==> config.mk <==
export PLATFORM = sky130hd
export DESIGN_NAME = phy_lbk_crs_ctl
export DESIGN_NICKNAME = d
export VERILOG_FILES = /design/src/rtl/lbk_pkg.sv /design/src/rtl/lbk_mode_ctrl.sv /design/src/rtl/lbk_steer.sv /design/src/rtl/lbk_crs_gen.sv /design/src/rtl/phy_lbk_crs_ctl.sv
export SDC_FILE = /design/constraint.sdc
export NUM_CORES = 1
export LEC_CHECK = 0
export ABC_AREA = 1
export BUFFER_PORTS_ARGS = -buffer_cell sky130_fd_sc_hd__buf_2
export CORE_AREA = 3 3 40 42
export CTS_CLUSTER_DIAMETER = 30
export DETAILED_ROUTE_END_ITERATION = 8
export DIE_AREA = 0 0 43 45
export PLACE_DENSITY = 0.64
export SYNTH_ARGS = -nofsm -noshare
export SYNTH_HDL_FRONTEND = slang
export SYNTH_HIERARCHICAL = 1
export SYNTH_SLANG_ARGS = --single-unit
==> constraint.sdc <==
create_clock -name clk -period 1.1 [get_ports clk]
set_input_delay 0.165 -clock clk [delete_from_list [all_inputs] [get_ports clk]]
set_output_delay 0.165 -clock clk [all_outputs]
set_load 0.01 [all_outputs]
==> src/rtl/lbk_pkg.sv <==
package lbk_pkg;

  typedef enum logic [1:0] {
    LBK_NONE   = 2'd0,
    LBK_LOCAL  = 2'd1,
    LBK_REMOTE = 2'd2
  } lbk_mode_e;

  localparam int CFG_W     = 5;
  localparam int CF_LOCAL  = 0;
  localparam int CF_REMOTE = 1;
  localparam int CF_MUTE   = 2;
  localparam int CF_FDX    = 3;
  localparam int CF_ALT    = 4;
  localparam logic [CFG_W-1:0] CFG_RST = 5'b00100;

  // two loopbacks requested together cancel each other
  function automatic lbk_mode_e resolve_mode(input logic loc, input logic rem);
    lbk_mode_e m;
    case ({loc, rem})
      2'b10:   m = LBK_LOCAL;
      2'b01:   m = LBK_REMOTE;
      default: m = LBK_NONE;
    endcase
    return m;
  endfunction

  function automatic logic crs_value(input logic fdx, input logic alt,
                                     input logic txa, input logic rxa);
    logic v;
    if (!fdx)     v = txa | rxa;
    else if (alt) v = txa;
    else          v = rxa;
    return v;
  endfunction

  // 1 when transmit data may reach the line
  function automatic logic line_pass(input lbk_mode_e m, input logic mute);
    return (m == LBK_NONE) || !mute;
  endfunction

endpackage

==> src/rtl/lbk_mode_ctrl.sv <==
module lbk_mode_ctrl
  import lbk_pkg::*;
(
  input  logic             clk,
  input  logic             rst_n,
  input  logic [CFG_W-1:0] cfg_we,
  input  logic [CFG_W-1:0] cfg_wdata,
  input  logic             tx_active,
  input  logic             rx_active,
  output lbk_mode_e        mode_eff,
  output logic             mute_eff,
  output lbk_mode_e        mode_q,
  output logic             fdx,
  output logic             alt
);

  logic [CFG_W-1:0] cfg_q;
  logic             mute_q;
  logic             idle;
  lbk_mode_e        mode_req;

  genvar gi;
  generate
    for (gi = 0; gi < CFG_W; gi++) begin : g_cfg
      always_ff @(posedge clk or negedge rst_n) begin
        if (!rst_n)          cfg_q[gi] <= CFG_RST[gi];
        else if (cfg_we[gi]) cfg_q[gi] <= cfg_wdata[gi];
      end
      assert_field_write_R2: assert property (@(posedge clk) disable iff (!rst_n)
        cfg_we[gi] |=> cfg_q[gi] == $past(cfg_wdata[gi]));
      assert_field_keep_R2: assert property (@(posedge clk) disable iff (!rst_n)
        !cfg_we[gi] |=> $stable(cfg_q[gi]));
    end
  endgenerate

  assign idle     = !tx_active && !rx_active;
  assign mode_req = resolve_mode(cfg_q[CF_LOCAL], cfg_q[CF_REMOTE]);
  assign mode_eff = idle ? mode_req : mode_q;
  assign mute_eff = idle ? cfg_q[CF_MUTE] : mute_q;
  assign fdx      = cfg_q[CF_FDX];
  assign alt      = cfg_q[CF_ALT];

  always_ff @(posedge clk or negedge rst_n) begin
    if (!rst_n) begin
      mode_q <= LBK_NONE;
      mute_q <= CFG_RST[CF_MUTE];
    end else begin
      mode_q <= mode_eff;
      mute_q <= mute_eff;
    end
  end

  assert_hold_busy_R9: assert property (@(posedge clk) disable iff (!rst_n)
    !idle |=> (mode_q == $past(mode_q)) && (mute_q == $past(mute_q)));
  assert_both_cancel_R4: assert property (@(posedge clk) disable iff (!rst_n)
    (idle && cfg_q[CF_LOCAL] && cfg_q[CF_REMOTE]) |=> mode_q == LBK_NONE);

endmodule

==> src/rtl/lbk_steer.sv <==
module lbk_steer
  import lbk_pkg::*;
#(
  parameter int LANES = 1
) (
  input  logic             clk,
  input  logic             rst_n,
  input  lbk_mode_e        mode_eff,
  input  logic             mute_eff,
  input  logic [LANES-1:0] tx_nrzi,
  input  logic [LANES-1:0] line_rx,
  output logic [LANES-1:0] line_tx,
  output logic [LANES-1:0] desc_in
);

  logic pass;
  logic loop_local;

  assign pass       = line_pass(mode_eff, mute_eff);
  assign loop_local = (mode_eff == LBK_LOCAL);

  genvar li;
  generate
    for (li = 0; li < LANES; li++) begin : g_lane
      always_ff @(posedge clk or negedge rst_n) begin
        if (!rst_n) begin
          line_tx[li] <= 1'b0;
          desc_in[li] <= 1'b0;
        end else begin
          line_tx[li] <= pass & tx_nrzi[li];
          desc_in[li] <= loop_local ? tx_nrzi[li] : line_rx[li];
        end
      end
    end
  endgenerate

  assert_mute_line_R5: assert property (@(posedge clk) disable iff (!rst_n)
    (mode_eff != LBK_NONE && mute_eff) |=> line_tx == '0);
  assert_local_loop_R3: assert property (@(posedge clk) disable iff (!rst_n)
    (mode_eff == LBK_LOCAL) |=> desc_in == $past(tx_nrzi));
  assert_normal_path_R7: assert property (@(posedge clk) disable iff (!rst_n)
    (mode_eff == LBK_NONE) |=> (line_tx == $past(tx_nrzi)) && (desc_in == $past(line_rx)));
  assert_remote_rx_R8: assert property (@(posedge clk) disable iff (!rst_n)
    (mode_eff == LBK_REMOTE) |=> desc_in == $past(line_rx));

endmodule

==> src/rtl/lbk_crs_gen.sv <==
module lbk_crs_gen
  import lbk_pkg::*;
(
  input  logic clk,
  input  logic rst_n,
  input  logic fdx,
  input  logic alt,
  input  logic tx_active,
  input  logic rx_active,
  output logic crs
);

  always_ff @(posedge clk or negedge rst_n) begin
    if (!rst_n) crs <= 1'b0;
    else        crs <= crs_value(fdx, alt, tx_active, rx_active);
  end

  assert_fdx_tx_R10: assert property (@(posedge clk) disable iff (!rst_n)
    (fdx && alt) |=> crs == $past(tx_active));
  assert_fdx_rx_R11: assert property (@(posedge clk) disable iff (!rst_n)
    (fdx && !alt) |=> crs == $past(rx_active));
  assert_half_any_R12: assert property (@(posedge clk) disable iff (!rst_n)
    !fdx |=> crs == ($past(tx_active) || $past(rx_active)));

endmodule

==> src/rtl/phy_lbk_crs_ctl.sv <==
module phy_lbk_crs_ctl
  import lbk_pkg::*;
#(
  parameter int LANES = 1
) (
  input  logic             clk,
  input  logic             rst_n,
  input  logic [4:0]       cfg_we,
  input  logic [4:0]       cfg_wdata,
  input  logic             tx_active,
  input  logic             rx_active,
  input  logic [LANES-1:0] tx_nrzi,
  input  logic [LANES-1:0] line_rx,
  output logic [LANES-1:0] line_tx,
  output logic [LANES-1:0] desc_in,
  output logic             crs,
  output logic [1:0]       lb_mode
);

  lbk_mode_e mode_eff;
  lbk_mode_e mode_q;
  logic      mute_eff;
  logic      fdx;
  logic      alt;

  lbk_mode_ctrl u_ctrl (
    .clk(clk), .rst_n(rst_n), .cfg_we(cfg_we), .cfg_wdata(cfg_wdata),
    .tx_active(tx_active), .rx_active(rx_active),
    .mode_eff(mode_eff), .mute_eff(mute_eff), .mode_q(mode_q),
    .fdx(fdx), .alt(alt)
  );

  lbk_steer #(.LANES(LANES)) u_steer (
    .clk(clk), .rst_n(rst_n), .mode_eff(mode_eff), .mute_eff(mute_eff),
    .tx_nrzi(tx_nrzi), .line_rx(line_rx), .line_tx(line_tx), .desc_in(desc_in)
  );

  lbk_crs_gen u_crs (
    .clk(clk), .rst_n(rst_n), .fdx(fdx), .alt(alt),
    .tx_active(tx_active), .rx_active(rx_active), .crs(crs)
  );

  assign lb_mode = mode_q;

  assert_mode_legal_R4: assert property (@(posedge clk) disable iff (!rst_n)
    lb_mode != 2'd3);

endmodule

==> After elaboration in Yosys (flattened, before gate mapping) <==
Index checks and enable logic that the tools add are counted.
{ "totals": {"word_cells": 27, "in_bits": 16, "register_bits": 11} }
{ "op_classes": {"bitwise": 2, "n_eq_ne": 3, "reduce_logical": 6, "muxes": 6} }
{ "op_table": {"columns": ["operator", "n"], "rows": [
  ["$eq A2 B1 Y1 const B", 2],
  ["$mux W1", 4],
  ["$pmux W2 S2", 1],
  ["$logic_not A1 Y1", 3],
  ["$eq A2 B2 Y1 const B", 1],
  ["$logic_not A2 Y1", 1],
  ["$mux W2", 1],
  ["$and A1 B1 Y1", 1],
  ["$logic_and A1 B1 Y1", 1],
  ["$logic_or A1 B1 Y1", 1],
  ["$or A1 B1 Y1", 1]
]} }

==> Longest topological paths before layout <==
{ "logic_depth": {"word_depth": 6, "ltp_mapped": 8, "depth_no_buf": 8} }

==> Hierarchy <==
Netlist, hierarchy kept.
{ "by_module_without_submodules": {"columns": ["mod", "n_inst", "area_per_inst_um2", "seq_area_each_um2", "cells_each"], "rows": [
  ["lbk_mode_ctrl", 1, 326.6, 202.7, 38],
  ["lbk_steer", 1, 88.8, 50.0, 12],
  ["lbk_crs_gen", 1, 47.5, 25.0, 7]
]} }

==> Least setup slack after synthesis <==
Ideal clock, no wire load.
{ "synth_path": {"path_type": "register to register", "startpoint": "register u_ctrl.cfg_q[2]", "endpoint": "register u_steer.line_tx", "path_slack_ps": 208, "period_less_slack_ps": 892, "stages_incl_launch_ff": 6, "arrival_time_ps": 776, "required_time_ps": 985, "n_path_buf": 0, "path_cell_list": "dfstp_2 nand2_1 nand2_1 inv_1 nor2_1 nor2_1"} }
{ "synth_between": {"elab_chain_cells": 4} }
{ "synth_rtl": {"columns": ["element", "line_no", "rtl"], "rows": [
  ["start, declared", "lbk_mode_ctrl.sv:17", "logic [CFG_W-1:0] cfg_q;"],
  ["start signal, assigned by index", "lbk_mode_ctrl.sv:26", "if (!rst_n) cfg_q[gi] <= CFG_RST[gi];"],
  ["start signal, assigned by index", "lbk_mode_ctrl.sv:27", "else if (cfg_we[gi]) cfg_q[gi] <= cfg_wdata[gi];"],
  ["$mux W1", "lbk_mode_ctrl.sv:39", "assign mute_eff = idle ? cfg_q[CF_MUTE] : mute_q;"],
  ["via mute_eff", "phy_lbk_crs_ctl.sv:22", "logic mute_eff;"],
  ["$logic_not A1 Y1", "lbk_pkg.sv:39", "return (m == LBK_NONE) || !mute;"],
  ["$logic_or A1 B1 Y1", "lbk_pkg.sv:39", null],
  ["$and A1 B1 Y1", "lbk_steer.sv:30", "line_tx[li] <= pass & tx_nrzi[li];"],
  ["end signal, assigned by index", "lbk_steer.sv:30", null],
  ["end, declared", "lbk_steer.sv:12", "output logic [LANES-1:0] line_tx,"]
]} }
The timed path passes the listed nets, and every way through them passes these cells.
A chain may end at the register's enable or synchronous reset.

==> Worst setup path after layout <==
{ "layout_path": {"startpoint": "register u_ctrl.cfg_q[1]", "endpoint": "register u_steer.desc_in"} }
{ "layout_between": {"elab_chain_cells": 5} }
{ "layout_rtl": {"columns": ["element", "line_no", "rtl"], "rows": [
  ["$eq A2 B1 Y1 / $eq A2 B2 Y1 (equally long branches)", "lbk_pkg.sv:20", "case ({loc, rem})"],
  ["$pmux W2 S2 *", "lbk_pkg.sv:20", null],
  ["$mux W2 *", "lbk_mode_ctrl.sv:38", "assign mode_eff = idle ? mode_req : mode_q;"],
  ["via mode_eff[1]", "phy_lbk_crs_ctl.sv:20", "lbk_mode_e mode_eff;"],
  ["$eq A2 B1 Y1 *", "lbk_steer.sv:20", "assign loop_local = (mode_eff == LBK_LOCAL);"],
  ["$mux W1 *", "lbk_steer.sv:31", "desc_in[li] <= loop_local ? tx_nrzi[li] : line_rx[li];"],
  ["end signal, assigned by index", "lbk_steer.sv:31", null],
  ["end, declared", "lbk_steer.sv:13", "output logic [LANES-1:0] desc_in"]
]} }
Mark *: on every way through the listed nets, which the timed path passes. The rest lies on a longest branch.

==> run_results.csv <==
group,metric,value,unit
sta,finalWorstSetupSlack,0.137,ns
clocking,clockBufferDepth,2,
critical_path,crit_required,1.26,ns
sta,drv_slew,0,
drt,drtIter0Drc,6,
run,cap_violations,0,
power,p_sw,0.000230,W
die,die-area,1940,um^2
die,initial_core_util,36.0,%
place,dp_slack,0.155,ns
yosys,ys_ff_latch,11,
clocking,postCtsHoldBufs,1,
sta,slew_headroom,84.5,%
die,die_h,45,um
sta,whs,0.0625,ns
die,ioPinCount,21,
sta,period_needed,0.963,ns
critical_path,crit_path_end,"u_steer/desc_in",
die,fp.dieW,43,um
die,core_area,1280,um^2
clocking,htreeDepth,1,
final_layout,mostFrequentLayoutCells,"22 x nand2_1, 20 x buf_2, 11 x inv_1",
power,power_density,1440,nW/um^2
global_route,grt_pass1_vias,347,
final_layout,multi_input_area,144,um^2
drt,routed_wl,819,um
critical_path,ff2ff_path_depth,8,
drt,ant_nets,0,
power,p_sw_share,25.8,%
final_layout,nFillCells,131,
final_layout,areaGrowthSynthToFinish,33.5,%
power,p_int,0.000659,W
global_route,grt_max_degree,12,
yosys,synth_adder_area_share,0,%
global_route,grt_usage,9.80,%
place,gp_congestion,0.785,
final_layout,regArea,278,um^2
critical_path,worstPathCellList,"inv_1, nor2_1, nand2_1, nand2_1, inv_1, nand2_1, nand2_1, nand2_1",
yosys,seq_area_frac_synth,60.0,%
critical_path,crit_top_cell,"nand2_1",
sta,hold_violations,0,
yosys,muxShareOfSynthArea,0,%
sta,worstMarginPinSlew,0.233,ns
power,p_total,0.000889,W
critical_path,cp_max_fo,3,
power,pwr-share-comb,16.7,%
yosys,avgSynthCellArea,8.12,um^2
critical_path,cp-startpoint,"u_ctrl/cfg_q[1]",
drt,routedWlPerCell,8.44,um
yosys,synth_compound_area_share,5.41,%
yosys,syn_nets,73,
critical_path,path_depth,8,
yosys,synthesis.area,463,um^2
final_layout,final_area,618,um^2
global_route,grt_pass1_wl,1370,um
yosys,synth_cell_types,9,
final_layout,diodes,0,
power,p_leak,0.357,nW
critical_path,rrSetupSlack,0.14,ns
yosys,yosys.area_share.xor_xnor,0,%
power,ir_worst_vdd,866,uV
critical_path,worst_setup_path_end_kind,"register",
drt,drt_pass1_iterations,4,
place,port_buffers,20,
global_route,grt_overflow,0,
power,power_frac_seq,53.1,%
clocking,clock_sinks,11,
power,clockPowerShare,30.2,%
critical_path,slowest_delay,0.38,ns
drt,wl_met3,51,um
yosys,ys_top_cells_by_area,"dfrtp_1 49%, nand2_1 18%, dfstp_2 11%",
critical_path,crit_type,"register to register",
critical_path,path_buf_inv,2,
critical_path,rr_endpoint,"u_steer/desc_in",
drt,top_layer_used,"met3",
critical_path,crit_arrival,1.13,ns
yosys,synth.top_cell.area_share,48.6,%
sta,fmax,1040,MHz
final_layout,nNetsFinal,99,
yosys,synth_top_family_by_area,"simple AND/OR/NAND/NOR gates",
sta,fin_tns_setup,0,ns
sta,fin_skew,0.00768,ns
drt,drcViolationCount,0,
clocking,numCtsBuffers,3,
critical_path,start_kind,"register",
drt,vias_per_cell,4.03,
clocking,cts_tree,"done",
drt,dr_wl_met2,439,um
clocking,cts_root_buffer,"clkbuf_4",
sta,layout_worst_path_cycle_share,87.6,%
drt,vias,391,
status,status,"finished clean",
critical_path,reg2reg_from,"u_ctrl/cfg_q[1]",
critical_path,path_delay_family,"flip-flops",
global_route,antenna_found_initial,0,
drt,met1_length,328,um
final_layout,drive_gt1_share,32.9,%
clocking,cts_setup_buffers,0,
clocking,cts_resized,0,
worst_hold_path,hold_path_class,"input port to register",
yosys,yosysWarnings,6,
clocking,path_clk_slew,0.07,ns
sta,rsz0062_at_grt,"false",
die,rows,13,
yosys,synthCells,57,
place,hpwlAfterDp,677,um
critical_path,slowest_stage,"dfrtp_1",
sta,finalSetupViolCount,0,
place,place_area,582,um^2
final_layout,mostFrequentLayoutCell,"nand2_1",
yosys,synth_simple_gate_area_share,25.7,%
clocking,clk_latency,0.27,ns
yosys,synth_area_leader_cell,"dfrtp_1",
==> stage by stage <==
step	utilization [%]	std cells
2_1_floorplan	-	57
3_3_place_gp	45.3	92
3_5_place_dp	45.3	92
4_1_cts	48.1	97
5_1_grt	48.1	97
6_report	48.1	97
==> worst min-delay path by stage <==
| stage | from | endpoint | slack [ns] | cells after the start |
|---|---|---|---|---|
| 2_1_floorplan | rst_n | u_crs/crs | -0.13 | 0 |
| 3_3_place_gp | rst_n | u_steer/desc_in | 0.05 | 1 |
| 3_5_place_dp | rst_n | u_ctrl/cfg_q[0] | 0.04 | 1 |
| 4_1_cts | cfg_we[2] | u_ctrl/cfg_q[2] | 0.05 | 2 |
| 5_1_grt | cfg_we[2] | u_ctrl/cfg_q[2] | 0.06 | 2 |
| 6_report | cfg_we[2] | u_ctrl/cfg_q[2] | 0.06 | 2 |
==> area by class of cell <==
cell class	instances	area share, %
clock buffer	4	4.25
timing repair buffer	21	17.8
sequential	11	44.9
tap	15	3.04
inverter	11	6.68
multi-input combinational	35	23.3
==> kinds of logic (layout without fill, tap and decap cells) <==
family,count (synthesis),count (layout)
simple gates,30,30
flops,11,11
buf+inv,11,36
compound gates,5,5
==> power by group through the flow <==
stage	combinational, W	sequential [W]	clock (W)
global route	0.000173	0.000478	0.000306
floorplan	0.0000659	0.000489	0
global placement	0.000148	0.000479	0
finish	0.000149	0.000472	0.000268
CTS	0.000151	0.000473	0.000282
detailed placement	0.000148	0.000480	0
==> flip-flops by register name, indices dropped and copies added (netlist names) <==
name and cells:
u_ctrl/mode_q 2, u_ctrl/alt 1, u_ctrl/mute_q 1, u_ctrl/cfg_q 3
u_ctrl/fdx 1, u_crs/crs 1, u_steer/line_tx 1, u_steer/desc_in 1
==> synth_stat cells <==
master	n
nand2_1	22
nor2_1	5
dfrtp_1	9
o21ai_0	5
nor2_2	1
inv_1	11
nand3_1	1
dfstp_2	2
nand2_2	1
==> routing by layer <==
metal	global-route usage [%]	vias to the layer above
met2	15.3	10
met4	3.61	0
li1	-	218
met3	4.78	0
met1	11.8	163
met5	0	-
No activity file was read; power rests on OpenSTA's default activity.
